==> src/rtl/fpsc_pkg.sv <==
package fpsc_pkg;
  localparam int IMG_W   = 64;
  localparam int N_FLD   = 16;
  localparam int FLD_W   = IMG_W / N_FLD;
  localparam int MAIN_W  = 32;

  typedef enum logic [3:0] {
    CMD_NOP      = 4'd0,
    CMD_FLD2CR   = 4'd1,
    CMD_BCLR     = 4'd2,
    CMD_BSET     = 4'd3,
    CMD_WMASK    = 4'd4,
    CMD_WIMM     = 4'd5,
    CMD_RD_ALL   = 4'd6,
    CMD_RD_CLREN = 4'd7,
    CMD_RD_RN    = 4'd8,
    CMD_RD_RNI   = 4'd9
  } fpsc_cmd_e;

  localparam int B_FX  = 31;
  localparam int B_FEX = 30;
  localparam int B_VX  = 29;
  localparam int B_VE  = 7;
  localparam int B_NI  = 2;

  localparam logic [MAIN_W-1:0] STICKY_M = 32'h9FF8_0700;
  localparam logic [MAIN_W-1:0] RISE_M   = 32'h1FF8_0700;
  localparam logic [MAIN_W-1:0] VXSUB_M  = 32'h01F8_0700;
  localparam logic [MAIN_W-1:0] SUMM_M   = 32'h6000_0000;
  localparam logic [MAIN_W-1:0] ENA_M    = 32'h0000_00F8;
  localparam logic [MAIN_W-1:0] RN_M     = 32'h0000_0003;
  localparam logic [IMG_W-1:0]  LITE_M   = 64'h0000_0007_0000_00FF;
  localparam logic [IMG_W-1:0]  STORE_M  = 64'h0000_0007_9FFF_F7FF;
endpackage

==> src/rtl/fpsc_decode.sv <==
module fpsc_decode
  import fpsc_pkg::*;
#(
  parameter int NF = N_FLD,
  parameter int IW = IMG_W
) (
  input  fpsc_cmd_e       cmd_i,
  input  logic [2:0]      field_i,
  input  logic [4:0]      bit_i,
  input  logic [7:0]      flm_i,
  input  logic            l_i,
  input  logic            w_i,
  input  logic [3:0]      imm_i,
  input  logic [IW-1:0]   src_i,
  input  logic            ext_en_i,
  input  logic [IW-1:0]   cur_i,
  output logic            wr_en_o,
  output logic [NF-1:0]   fmask_o,
  output logic [IW-1:0]   fkeep_o,
  output logic [IW-1:0]   bmask_o,
  output logic [IW-1:0]   wval_o,
  output logic            rd_en_o,
  output logic [IW-1:0]   rd_val_o,
  output logic            cr_en_o,
  output logic [3:0]      cr_val_o,
  output logic            inval_o
);
  localparam logic [NF-1:0] BASE_M = NF'((1 << (NF / 2)) - 1);

  logic [2:0] nib;
  logic [3:0] sh;
  logic [4:0] bpos;
  logic       wide_bad;

  assign nib      = 3'd7 - field_i;
  assign sh       = {w_i, 3'b111} - {1'b0, field_i};
  assign bpos     = 5'd31 - bit_i;
  assign wide_bad = w_i & ~ext_en_i;

  always_comb begin
    wr_en_o  = 1'b0;
    fmask_o  = '0;
    fkeep_o  = '1;
    bmask_o  = '0;
    wval_o   = '0;
    rd_en_o  = 1'b0;
    rd_val_o = '0;
    cr_en_o  = 1'b0;
    cr_val_o = '0;
    inval_o  = 1'b0;
    case (cmd_i)
      CMD_FLD2CR: begin
        cr_en_o  = 1'b1;
        cr_val_o = cur_i[{nib, 2'b00} +: 4];
        wr_en_o  = 1'b1;
        fmask_o  = NF'(1) << nib;
        fkeep_o  = {{(IW-MAIN_W){1'b0}}, STICKY_M};
      end
      CMD_BCLR: begin
        if (bpos != 5'(B_FEX) && bpos != 5'(B_VX)) begin
          wr_en_o = 1'b1;
          bmask_o = IW'(1) << bpos;
        end
      end
      CMD_BSET: begin
        if (bpos != 5'(B_FEX) && bpos != 5'(B_VX) && bpos != 5'(B_NI)) begin
          wr_en_o = 1'b1;
          bmask_o = IW'(1) << bpos;
          wval_o  = '1;
        end
      end
      CMD_WMASK: begin
        if (wide_bad) inval_o = 1'b1;
        else begin
          wr_en_o = 1'b1;
          wval_o  = src_i;
          if (l_i) fmask_o = ext_en_i ? '1 : BASE_M;
          else     fmask_o = NF'(flm_i) << {w_i, 3'b000};
        end
      end
      CMD_WIMM: begin
        if (wide_bad) inval_o = 1'b1;
        else begin
          wr_en_o = 1'b1;
          fmask_o = NF'(1) << sh;
          wval_o  = IW'(imm_i) << {sh, 2'b00};
        end
      end
      CMD_RD_ALL: begin
        rd_en_o  = 1'b1;
        rd_val_o = cur_i;
      end
      CMD_RD_CLREN: begin
        rd_en_o  = 1'b1;
        rd_val_o = cur_i;
        wr_en_o  = 1'b1;
        bmask_o  = IW'(ENA_M);
      end
      CMD_RD_RN, CMD_RD_RNI: begin
        rd_en_o  = 1'b1;
        rd_val_o = cur_i & LITE_M;
        wr_en_o  = 1'b1;
        bmask_o  = IW'(RN_M);
        wval_o   = (cmd_i == CMD_RD_RN) ? src_i : IW'(imm_i[1:0]);
      end
      default: ;
    endcase
  end
endmodule

==> src/rtl/fpsc_summary.sv <==
module fpsc_summary
  import fpsc_pkg::*;
(
  input  logic [MAIN_W-1:0] main_i,
  output logic [MAIN_W-1:0] main_o
);
  logic vx, fex;

  assign vx  = |(main_i & VXSUB_M);
  // overflow..inexact flags (28:25) pair with their enables (6:3)
  assign fex = (vx & main_i[B_VE]) | (|(main_i[28:25] & main_i[6:3]));
  assign main_o = {main_i[B_FX], fex, vx, main_i[28:0]};
endmodule

==> src/rtl/fpsc_merge.sv <==
module fpsc_merge
  import fpsc_pkg::*;
#(
  parameter int NF = N_FLD,
  parameter int IW = IMG_W
) (
  input  logic [IW-1:0] cur_i,
  input  logic          wr_en_i,
  input  logic [NF-1:0] fmask_i,
  input  logic [IW-1:0] fkeep_i,
  input  logic [IW-1:0] bmask_i,
  input  logic [IW-1:0] wval_i,
  output logic [IW-1:0] nxt_o
);
  localparam int FW = IW / NF;

  logic [IW-1:0]     fld_bits, bits, staged;
  logic [MAIN_W-1:0] raised, sum_out;
  logic              rise;

  for (genvar g = 0; g < NF; g++) begin : g_fld
    assign fld_bits[g*FW +: FW] = {FW{fmask_i[g]}};
  end

  assign bits   = ((fld_bits & fkeep_i) | bmask_i) & STORE_M;
  assign staged = wr_en_i ? ((cur_i & ~bits) | (wval_i & bits)) : cur_i;
  assign rise   = |(staged[MAIN_W-1:0] & ~cur_i[MAIN_W-1:0] & RISE_M);
  assign raised = staged[MAIN_W-1:0] | (MAIN_W'(rise) << B_FX);

  fpsc_summary u_sum (
    .main_i (raised),
    .main_o (sum_out)
  );

  assign nxt_o = {staged[IW-1:MAIN_W], sum_out};
endmodule

==> src/rtl/fp_status_ctrl.sv <==
module fp_status_ctrl
  import fpsc_pkg::*;
(
  input  logic        clk_i,
  input  logic        rst_ni,
  input  logic [3:0]  cmd_i,
  input  logic [2:0]  field_i,
  input  logic [4:0]  bit_i,
  input  logic [7:0]  flm_i,
  input  logic        l_i,
  input  logic        w_i,
  input  logic [3:0]  imm_i,
  input  logic [63:0] src_i,
  input  logic        ext_en_i,
  output logic [31:0] fpscr_o,
  output logic [63:0] rd_data_o,
  output logic [3:0]  crf_o,
  output logic        inval_o
);
  fpsc_cmd_e          cmd;
  logic [IMG_W-1:0]   img_q, nxt, fkeep, bmask, wval, rd_val, rd_q;
  logic [N_FLD-1:0]   fmask;
  logic               wr_en, rd_en, cr_en, inval, inval_q;
  logic [3:0]         cr_val, crf_q;

  assign cmd = fpsc_cmd_e'(cmd_i);

  fpsc_decode #(.NF(N_FLD), .IW(IMG_W)) u_dec (
    .cmd_i    (cmd),
    .field_i  (field_i),
    .bit_i    (bit_i),
    .flm_i    (flm_i),
    .l_i      (l_i),
    .w_i      (w_i),
    .imm_i    (imm_i),
    .src_i    (src_i),
    .ext_en_i (ext_en_i),
    .cur_i    (img_q),
    .wr_en_o  (wr_en),
    .fmask_o  (fmask),
    .fkeep_o  (fkeep),
    .bmask_o  (bmask),
    .wval_o   (wval),
    .rd_en_o  (rd_en),
    .rd_val_o (rd_val),
    .cr_en_o  (cr_en),
    .cr_val_o (cr_val),
    .inval_o  (inval)
  );

  fpsc_merge #(.NF(N_FLD), .IW(IMG_W)) u_mrg (
    .cur_i   (img_q),
    .wr_en_i (wr_en),
    .fmask_i (fmask),
    .fkeep_i (fkeep),
    .bmask_i (bmask),
    .wval_i  (wval),
    .nxt_o   (nxt)
  );

  always_ff @(posedge clk_i or negedge rst_ni) begin
    if (!rst_ni) begin
      img_q   <= '0;
      rd_q    <= '0;
      crf_q   <= '0;
      inval_q <= 1'b0;
    end else begin
      img_q   <= nxt;
      inval_q <= inval;
      if (rd_en) rd_q  <= rd_val;
      if (cr_en) crf_q <= cr_val;
    end
  end

  assign fpscr_o   = img_q[MAIN_W-1:0];
  assign rd_data_o = rd_q;
  assign crf_o     = crf_q;
  assign inval_o   = inval_q;


  rd_all_hold_chk: assert property (@(posedge clk_i) disable iff (!rst_ni)
    (cmd_i == 4'd6) |=> (img_q == $past(img_q)));


  inval_hold_chk: assert property (@(posedge clk_i) disable iff (!rst_ni)
    inval_q |-> (img_q == $past(img_q)));


  bset_ignore_chk: assert property (@(posedge clk_i) disable iff (!rst_ni)
    (cmd_i == 4'd3 && bit_i inside {5'd1, 5'd2, 5'd29}) |=> (img_q == $past(img_q)));


  fld2cr_keep_chk: assert property (@(posedge clk_i) disable iff (!rst_ni)
    (cmd_i == 4'd1) |=>
      (((img_q ^ $past(img_q)) & ~{32'h0, STICKY_M | SUMM_M}) == 64'h0));


  fx_rise_chk: assert property (@(posedge clk_i) disable iff (!rst_ni)
    (cmd_i == 4'd3 && bit_i inside {[5'd3:5'd12], [5'd21:5'd23]} &&
     !img_q[5'd31 - bit_i]) |=> img_q[B_FX]);


  rn_only_chk: assert property (@(posedge clk_i) disable iff (!rst_ni)
    (cmd_i == 4'd8 || cmd_i == 4'd9) |=>
      (((img_q ^ $past(img_q)) & ~64'h3) == 64'h0));
endmodule

==> config.mk <==
export PLATFORM = sky130hd
export DESIGN_NAME = fp_status_ctrl
export DESIGN_NICKNAME = d
export VERILOG_FILES = /design/src/rtl/fpsc_pkg.sv /design/src/rtl/fpsc_decode.sv /design/src/rtl/fpsc_summary.sv /design/src/rtl/fpsc_merge.sv /design/src/rtl/fp_status_ctrl.sv
export SDC_FILE = /design/constraint.sdc
export NUM_CORES = 1
export LEC_CHECK = 0
export BUFFER_PORTS_ARGS = -buffer_cell sky130_fd_sc_hd__buf_2
export CAP_MARGIN = 20
export CORE_MARGIN = 4
export CORE_UTILIZATION = 54
export CTS_BUF_LIST = sky130_fd_sc_hd__clkbuf_4
export DETAILED_ROUTE_END_ITERATION = 6
export PLACE_DENSITY_LB_ADDON = 0.05
export SLEW_MARGIN = 20
export SYNTH_ARGS = -nofsm -noshare
export SYNTH_HDL_FRONTEND = slang
export SYNTH_SLANG_ARGS = --single-unit
==> constraint.sdc <==
create_clock -name clk_i -period 3 [get_ports clk_i]
set_input_delay 0.6 -clock clk_i [delete_from_list [all_inputs] [get_ports clk_i]]
set_output_delay 0.6 -clock clk_i [all_outputs]
set_load 0.1 [all_outputs]
==> impl_results.html, run 1 <==
<table>
<tr><th>Metric</th><th>Value</th></tr>
<tr><th colspan="2">Outcome</th></tr>
<tr><td>Result of the run</td><td>finished clean</td></tr>
<tr><th colspan="2">CTS</th></tr>
<tr><td>Sinks on Clock Net</td><td>73</td></tr>
<tr><td>Number of clock buffers inserted by TritonCTS</td><td>9</td></tr>
<tr><td>Clock latency of the later-clocked register in the worst-skew pair</td><td>0.43 ns</td></tr>
<tr><td>Buffers inserted by post-CTS timing repair</td><td>0</td></tr>
<tr><td>CTS clock-pin slew for the worst setup and hold paths</td><td>0.14 ns</td></tr>
<tr><td>Total of hold buffers inserted after clock tree synthesis</td><td>0</td></tr>
<tr><td>Number of buffers on the longest clock path</td><td>2</td></tr>
<tr><td>Level count of the clock H-tree</td><td>3</td></tr>
<tr><td>Clock Tree Root</td><td>clkbuf_4</td></tr>
<tr><td>TritonCTS clock tree</td><td>done</td></tr>
<tr><td>Post-CTS sizing</td><td>0</td></tr>
<tr><th colspan="2">Worst setup path</th></tr>
<tr><td>Critical path fanouts, max</td><td>11</td></tr>
<tr><td>Crit-path most repeated cell</td><td>nor3_1</td></tr>
<tr><td>Crit-path cells</td><td>buf_2 -&gt; or4b_2 -&gt; nor3_1 -&gt; or3_1 -&gt; a41oi_1 -&gt; nor3_1 -&gt; and4bb_1 -&gt; o2111ai_1</td></tr>
<tr><td>Data arrival, critical path</td><td>2.82 ns</td></tr>
<tr><td>Crit path launch type</td><td>primary input</td></tr>
<tr><td>Worst Path Buf+Inv</td><td>1</td></tr>
<tr><td>Largest incremental delay on the critical path</td><td>0.73 ns</td></tr>
<tr><td>Req. time, crit path</td><td>3.29 ns</td></tr>
<tr><td>Crit path kind</td><td>in2reg</td></tr>
<tr><td>Top delay family on crit path</td><td>simple AND/OR/NAND/NOR gates</td></tr>
<tr><td>Highest-delay cell along the critical path</td><td>or4b_2</td></tr>
<tr><td>Setup slack of the most critical reg-to-reg path</td><td>1.20 ns</td></tr>
<tr><td>Endpoint type of the worst setup path</td><td>register</td></tr>
<tr><th colspan="2">Synthesis</th></tr>
<tr><td>Cell accounting for the most synthesized area</td><td>dfrtp_1</td></tr>
<tr><td>Number of flops mapped to enable cells by yosys</td><td>0</td></tr>
<tr><td>Post-synthesis instance total</td><td>499</td></tr>
<tr><td>Proportion of register bits with asynchronous set or reset after synthesis</td><td>100.0%</td></tr>
<tr><td>YS warnings</td><td>0</td></tr>
<tr><td>Number of distinct standard cells referenced by the synthesized netlist</td><td>65</td></tr>
<tr><td>Avg Cell Area, Syn</td><td>9.631 um2</td></tr>
<tr><td>Seq/Total Area, Yosys</td><td>38.01%</td></tr>
<tr><td>Ranking of synthesized cells by area</td><td>dfrtp_1 38%, buf_4 9.7%, mux2_2 5.9%</td></tr>
<tr><td>Cell area after synthesis</td><td>4806 um2</td></tr>
<tr><td>Top_reg_cell synth</td><td>dfrtp_1</td></tr>
<tr><td>Number of register bits inferred by synthesis</td><td>73</td></tr>
<tr><td>Yosys top cell area share</td><td>38.01%</td></tr>
<tr><th colspan="2">Floorplan</th></tr>
<tr><td>Initial standard-cell utilization of the core</td><td>55.38%</td></tr>
<tr><td>Core outline area</td><td>8678 um2</td></tr>
<tr><td>Y dimension of the die</td><td>102.3 um</td></tr>
<tr><td>Number of cell rows</td><td>34</td></tr>
<tr><td>Area of the die</td><td>10,470 um2</td></tr>
<tr><td>Num ports</td><td>194</td></tr>
<tr><td>Die width</td><td>102.3 um</td></tr>
<tr><th colspan="2">Timing</th></tr>
<tr><td>Max transition margin</td><td>49.19%</td></tr>
<tr><td>Total count of max-transition violations in the final report</td><td>0</td></tr>
<tr><td>Portion of the clock cycle consumed by the worst path in the final layout</td><td>84.43%</td></tr>
<tr><td>Clock skew after layout</td><td>0.02155 ns</td></tr>
<tr><td>RSZ-0062 raised after global routing</td><td>no</td></tr>
<tr><td>Final setup violation count</td><td>0</td></tr>
<tr><td>Slew at the pin with the worst max-slew slack</td><td>0.7622 ns</td></tr>
<tr><td>Setup TNS</td><td>0 ns</td></tr>
<tr><td>Clock period minus final worst setup slack</td><td>2.533 ns</td></tr>
<tr><td>Final hold violation count</td><td>0</td></tr>
<tr><td>Top achievable clock speed</td><td>394.8 MHz</td></tr>
<tr><th colspan="2">Drt</th></tr>
<tr><td>Detailed-route wire length per cell</td><td>21.40 um</td></tr>
<tr><td>ANT nets after route</td><td>0</td></tr>
<tr><td>Initial DRC Count</td><td>294</td></tr>
<tr><td>DRC violation count after routing</td><td>0</td></tr>
<tr><td>Sum of routed wire length over all layers</td><td>16,030 um</td></tr>
<tr><td>Vias after detailed routing</td><td>4,561</td></tr>
<tr><td>Vias per inst</td><td>6.089</td></tr>
<tr><td>Number of iterations in the first detailed-routing pass</td><td>5</td></tr>
<tr><th colspan="2">Placed design</th></tr>
<tr><td>HPWL after detailed placement</td><td>12,540 um</td></tr>
<tr><td>Port Buf Inserts</td><td>130</td></tr>
<tr><td>Total placed instance area</td><td>5567 um2</td></tr>
<tr><td>Final weighted congestion in routability-driven placement</td><td>0.9346</td></tr>
<tr><th colspan="2">Layout</th></tr>
<tr><td>Antenna Cells</td><td>0</td></tr>
<tr><td>Area grow syn2layout</td><td>19.34%</td></tr>
<tr><td>Final Net Count</td><td>729</td></tr>
<tr><td>Final design instance area without fill</td><td>5736 um2</td></tr>
<tr><td>Fraction of layout instances using a drive strength above 1</td><td>37.60%</td></tr>
<tr><th colspan="2">GRT</th></tr>
<tr><td>Vias in the first global route</td><td>4,444</td></tr>
<tr><td>Global-route usage over all layers</td><td>30.96%</td></tr>
<tr><td>Overflow after GRT</td><td>0</td></tr>
<tr><td>Maximum number of pins on one net before global-route repair</td><td>43</td></tr>
<tr><td>Number of antenna violations at the first check in global routing</td><td>0</td></tr>
<tr><td>Global-route wire length before repair</td><td>24,470 um</td></tr>
<tr><th colspan="2">Power</th></tr>
<tr><td>Leak pwr</td><td>2.836 nW</td></tr>
<tr><td>Power density over the cells</td><td>778.2 nW/um2</td></tr>
<tr><td>Highest ir drop seen on vdd</td><td>0.5081 mV</td></tr>
<tr><th colspan="2">Min path</th></tr>
<tr><td>Kind of path behind the tightest hold check</td><td>in2async</td></tr>
<tr><th colspan="2">Run</th></tr>
<tr><td>MaxCap Viol Count</td><td>0</td></tr>
</table>
where the power goes:
group	total, mW	switching [mW]	internal, mW	leakage, nW
Sequential	1.36	0.194	1.17	0.943
Clock	0.746	0.401	0.345	0.0831
Combinational	2.36	1.92	0.442	1.81
final timing paths:
path	startpoint	to	cells past startpoint
hold / removal	rst_ni	rd_data_o[13]	1
max in group asynchronous	rst_ni	img_q[26]	2
min in group clk_i	src_i[2]	register	3
hold reg to reg	rd_data_o[26]	rd_data_o[26]	1
setup / recovery	cmd_i[2]	img_q[30]	8
setup reg to reg	img_q[22]	img_q[30]	5
placed cells by master, fill, tap and decap left out, types with 14 or more instances in the layout:
| master | n |
|---|---|
| a22o_1 | 23 |
| nand2_1 | 37 |
| buf_4 | 53 |
| a221o_1 | 14 |
| buf_2 | 130 |
| nor2_1 | 20 |
| dfrtp_1 | 73 |
| o21ai_0 | 22 |
| conb_1 | 31 |
| mux2_2 | 25 |
cells in the mapped netlist, drive strengths merged, types with 3 or more instances:
cell     instances
dfrtp           73
buf             69
nand2           37
mux2            25
a22o            23
o21ai           23
nor2            21
clkbuf          20
a221o           14
a21oi           13
nand3           13
inv             12
nand2b          12
nor3            11
nor4            11
a31oi           10
a221oi           9
nor2b            9
or3              8
mux4             7
and2             6
o21a             6
a32oi            5
a41oi            4
o2111ai          4
a211oi           3
mux2i            3
nor3b            3
o2111a           3
o211ai           3
o31ai            3
or3b             3
per-layer routing:
layer	global-route usage, %	routed length (um)	vias to the layer above
met5	0	0	-
met4	13.02	583	0
met3	6.143	1282	47
met2	47.93	7449	241
met1	42.42	6712	2196
li1	-	-	2077
through the flow:
| stage | hold WS, ns | total power, mW | instances | utilization [%] | worst slack [ns] |
|---|---|---|---|---|---|
| 3_3_place_gp | 0.4616 | 3.695 | 733 | 64.14 | 0.06067 |
| 3_5_place_dp | 0.4766 | 3.723 | 733 | 64.14 | 0.05831 |
| 2_1_floorplan | 0.3044 | 3.365 | 529 | - | 0.3487 |
| 6_report | 0.2226 | 4.463 | 749 | 66.09 | 0.4672 |
| 5_1_grt | 0.2488 | 4.611 | 749 | 66.09 | 0.3517 |
| 4_1_cts | 0.2317 | 4.459 | 749 | 66.09 | 0.5015 |
area by class of cell:
class	instances	area [um2]
sequential	73	1827
clock buffer	9	67.56
multi-input combinational	354	2467
fill	765	2943
tap	108	135.1
clock inverter	7	101.3
timing repair buffer	185	1089
inverter	13	48.80
cell families (layout without fill, tap and decap cells):
family,count (synthesis),after routing,synth area share [%]
other cells,1,31,0.07803
simple gates,152,152,17.42
buf+inv,102,214,13.04
mux,35,35,9.763
xor+xnor,1,1,0.1823
flops,73,73,38.01
compound gates,135,135,21.50
worst register-to-register path: stages (launching register included):
cell and delay, ns:
dfrtp_1 0.51, nor4_1 0.31, a41oi_1 0.10, nor3_1 0.33
and4bb_1 0.29, o2111ai_1 0.11
(Power assumes the default switching activity.)
==> run 2, diff against run 1 <==
--- a/config.mk
+++ b/config.mk
@@ -8,7 +8,7 @@
 export BUFFER_PORTS_ARGS = -buffer_cell sky130_fd_sc_hd__buf_2
 export CAP_MARGIN = 20
 export CORE_MARGIN = 4
-export CORE_UTILIZATION = 54
+export CORE_UTILIZATION = 51
 export CTS_BUF_LIST = sky130_fd_sc_hd__clkbuf_4
 export DETAILED_ROUTE_END_ITERATION = 6
 export PLACE_DENSITY_LB_ADDON = 0.05
==> constraint.sdc (replaced) <==
create_clock -name clk_i -period 2.6 [get_ports clk_i]
set_input_delay 0.52 -clock clk_i [delete_from_list [all_inputs] [get_ports clk_i]]
set_output_delay 0.52 -clock clk_i [all_outputs]
set_load 0.1 [all_outputs]
==> impl_results.html, run 2 (same netlist as run 1, synthesis figures left out) <==
<table>
<tr><th>Metric</th><th>Value</th></tr>
<tr><th colspan="2">Placed design</th></tr>
<tr><td>Final weighted congestion in routability-driven placement</td><td>1.001 (+7.1%)</td></tr>
<tr><td>Port Buf Inserts</td><td>130 (unchanged)</td></tr>
<tr><td>Worst setup slack after placement</td><td>-0.2665 ns (-0.3248 ns)</td></tr>
<tr><td>Cells after DPL</td><td>774 (+5.6%)</td></tr>
<tr><td>HPWL after detailed placement</td><td>12,910 um (+2.9%)</td></tr>
<tr><th colspan="2">GRT</th></tr>
<tr><td>Maximum number of pins on one net before global-route repair</td><td>49 (+14%)</td></tr>
<tr><td>Global-route wire length before repair</td><td>24,820 um (+1.4%)</td></tr>
<tr><td>Global-route usage over all layers</td><td>28.76% (-2.2 points)</td></tr>
<tr><td>Number of antenna violations at the first check in global routing</td><td>0 (unchanged)</td></tr>
<tr><td>Vias in the first global route</td><td>4,617 (+3.9%)</td></tr>
<tr><td>Overflow after GRT</td><td>0 (unchanged)</td></tr>
<tr><th colspan="2">CTS</th></tr>
<tr><td>Post-CTS sizing</td><td>0 (unchanged)</td></tr>
<tr><td>Number of clock buffers inserted by TritonCTS</td><td>9 (unchanged)</td></tr>
<tr><td>Level count of the clock H-tree</td><td>3 (unchanged)</td></tr>
<tr><td>Number of buffers on the longest clock path</td><td>2 (unchanged)</td></tr>
<tr><td>CTS clock-pin slew for the worst setup and hold paths</td><td>0.14 ns (about the same)</td></tr>
<tr><td>TritonCTS clock tree</td><td>done</td></tr>
<tr><td>Sinks on Clock Net</td><td>73 (unchanged)</td></tr>
<tr><td>Total of hold buffers inserted after clock tree synthesis</td><td>0 (unchanged)</td></tr>
<tr><td>Clock Tree Root</td><td>clkbuf_4</td></tr>
<tr><td>Buffers inserted by post-CTS timing repair</td><td>0 (unchanged)</td></tr>
<tr><td>Clock latency of the later-clocked register in the worst-skew pair</td><td>0.42 ns (about the same)</td></tr>
<tr><th colspan="2">Worst setup path</th></tr>
<tr><td>Crit path kind</td><td>in2reg</td></tr>
<tr><td>Worst-case reg-to-reg path depth</td><td>6 (+1)</td></tr>
<tr><td>Critical path fanouts, max</td><td>7 (-4)</td></tr>
<tr><td>Data arrival, critical path</td><td>2.78 ns (-0.04 ns)</td></tr>
<tr><td>RR Endpoint</td><td>img_q[30]</td></tr>
<tr><td>Req. time, crit path</td><td>2.90 ns (-0.39 ns)</td></tr>
<tr><td>Beginning of the worst register-to-register path</td><td>img_q[21]</td></tr>
<tr><td>Setup slack of the most critical reg-to-reg path</td><td>0.76 ns (-0.44 ns)</td></tr>
<tr><td>Crit path launch type</td><td>primary input</td></tr>
<tr><td>Endpoint type of the worst setup path</td><td>register</td></tr>
<tr><th colspan="2">Power</th></tr>
<tr><td>Internal power contribution</td><td>2.377 mW (+22%)</td></tr>
<tr><td>Highest ir drop seen on vdd</td><td>0.5403 mV (+6.3%)</td></tr>
<tr><td>Power density over the cells</td><td>869.2 nW/um2 (+12%)</td></tr>
<tr><td>Clock network power share</td><td>18.0% (+1.3 points)</td></tr>
<tr><td>Reg power frac</td><td>29.8% (-0.7 points)</td></tr>
<tr><td>Sw power</td><td>2.865 mW (+14%)</td></tr>
<tr><td>Leak pwr</td><td>3.030 nW (+6.8%)</td></tr>
<tr><td>Switch share</td><td>54.66% (-1.6 points)</td></tr>
<tr><td>Combinational fraction of design power</td><td>52.2% (-0.6 points)</td></tr>
<tr><th colspan="2">Timing</th></tr>
<tr><td>RSZ-0062 raised after global routing</td><td>no</td></tr>
<tr><td>Slew at the pin with the worst max-slew slack</td><td>0.6512 ns (-0.1110 ns)</td></tr>
<tr><td>Clock period minus final worst setup slack</td><td>2.486 ns</td></tr>
<tr><td>Max transition margin</td><td>56.19% (+7.0 points)</td></tr>
<tr><td>Top achievable clock speed</td><td>402.3 MHz</td></tr>
<tr><td>Final worst slack</td><td>0.1144 ns (-0.3528 ns)</td></tr>
<tr><td>Final setup violation count</td><td>0 (unchanged)</td></tr>
<tr><td>Clock skew after layout</td><td>0.02502 ns (+0.003472 ns)</td></tr>
<tr><td>Total count of max-transition violations in the final report</td><td>0 (unchanged)</td></tr>
<tr><td>Portion of the clock cycle consumed by the worst path in the final layout</td><td>95.60%</td></tr>
<tr><td>Final hold violation count</td><td>0 (unchanged)</td></tr>
<tr><th colspan="2">Drt</th></tr>
<tr><td>DRC violation count after routing</td><td>0 (unchanged)</td></tr>
<tr><td>ANT nets after route</td><td>0 (unchanged)</td></tr>
<tr><td>Sum of routed wire length over all layers</td><td>15,980 um (-0.27%)</td></tr>
<tr><td>Initial DRC Count</td><td>447 (+52%)</td></tr>
<tr><td>Vias per inst</td><td>5.946 (-2.4%)</td></tr>
<tr><td>Vias after detailed routing</td><td>4,697 (+3.0%)</td></tr>
<tr><td>Number of iterations in the first detailed-routing pass</td><td>6 (+1)</td></tr>
<tr><td>Detailed-route wire length per cell</td><td>20.23 um (-5.4%)</td></tr>
<tr><th colspan="2">Floorplan</th></tr>
<tr><td>Die width</td><td>105.1 um (+2.7%)</td></tr>
<tr><td>Core outline area</td><td>9196 um2 (+6.0%)</td></tr>
<tr><td>Y dimension of the die</td><td>105.1 um (+2.7%)</td></tr>
<tr><td>Num ports</td><td>194 (unchanged)</td></tr>
<tr><td>Area of the die</td><td>11,040 um2 (+5.4%)</td></tr>
<tr><td>Number of cell rows</td><td>35 (+2.9%)</td></tr>
<tr><td>Initial standard-cell utilization of the core</td><td>52.26% (-3.1 points)</td></tr>
<tr><th colspan="2">Layout</th></tr>
<tr><td>Most common library cell in the layout ignoring fill and taps</td><td>buf_2</td></tr>
<tr><td>Top library cells by usage in the layout, fill and taps aside</td><td>130 x buf_2, 92 x buf_4, 73 x dfrtp_1</td></tr>
<tr><td>Number of non-filler instances in the completed layout</td><td>790 (+5.5%)</td></tr>
<tr><td>Antenna Cells</td><td>0 (unchanged)</td></tr>
<tr><td>Fraction of layout instances using a drive strength above 1</td><td>41.09% (+3.5 points)</td></tr>
<tr><td>Fillers</td><td>780 (+2.0%)</td></tr>
<tr><td>Area grow syn2layout</td><td>25.49%</td></tr>
<tr><td>Final Net Count</td><td>767 (+5.2%)</td></tr>
<tr><th colspan="2">Outcome</th></tr>
<tr><td>Result of the run</td><td>finished clean</td></tr>
<tr><th colspan="2">Run</th></tr>
<tr><td>MaxCap Viol Count</td><td>0 (unchanged)</td></tr>
<tr><th colspan="2">Min path</th></tr>
<tr><td>Kind of path behind the tightest hold check</td><td>in2async</td></tr>
</table>
run 2: layout make-up:
cell class / count / area [um2] / share of cell area, %
clock inverter: 6 / 112.6 / 1.867
clock buffer: 10 / 75.07 / 1.245
timing repair buffer: 223 / 1361 / 22.57
sequential: 73 / 1827 / 30.29
inverter: 13 / 48.80 / 0.8091
multi-input combinational: 354 / 2467 / 40.91
tap: 111 / 138.9 / 2.303
run 2: how the worst max path moves through the flow:
stage                     startpoint         to  slack, ns
after global placement      cmd_i[3]  img_q[30]      -0.20
after CTS                   cmd_i[3]  img_q[30]       0.18
after global routing        cmd_i[3]  img_q[30]        0.1
final                       cmd_i[3]  img_q[30]       0.11
after floorplan             bit_i[1]  img_q[31]       0.03
after detailed placement    cmd_i[3]  img_q[30]      -0.27
run 2: stage by stage:
step	utilization, %	instance area, um2	hold slack [ns]	TNS (ns)	power (mW)
global route	65.58	6031	0.09797	0	5.426
global placement	63.54	5843	0.4634	-0.5818	4.291
finish	65.58	6031	0.09165	0	5.242
floorplan	-	4918	0.2244	0	3.882
CTS	65.58	6031	0.08365	0	5.256
detailed placement	63.54	5843	0.4748	-0.6789	4.313
run 2: power by group through the flow:
stage                     Clock [mW]  Combinational [mW]  Sequential (mW)
after floorplan                    0                1.59             2.29
after global placement             0                2.72             1.57
after detailed placement           0                2.73             1.58
after CTS                      0.963                2.73             1.56
after global routing            1.01                2.82             1.59
final                          0.946                2.74             1.56
run 2: critical path, cell delays in order:
cell	delay (ns)
buf_2	0.13
buf_4	0.15
or3b_2	0.49
nor3_2	0.33
or3_1	0.21
a41oi_1	0.14
nor3_1	0.39
and4bb_1	0.30
o2111ai_1	0.12
run 2: routing by layer:
| layer | wire [um] | GRT usage [%] | share of wire, % | up-vias |
|---|---|---|---|---|
| li1 | - | - | - | 2152 |
| met1 | 6775 | 39.01 | 42 | 2274 |
| met2 | 7501 | 46.75 | 47 | 239 |
| met3 | 1287 | 5.621 | 8.1 | 32 |
| met4 | 420 | 8.435 | 2.6 | 0 |
| met5 | 0 | 0 | 0 | - |
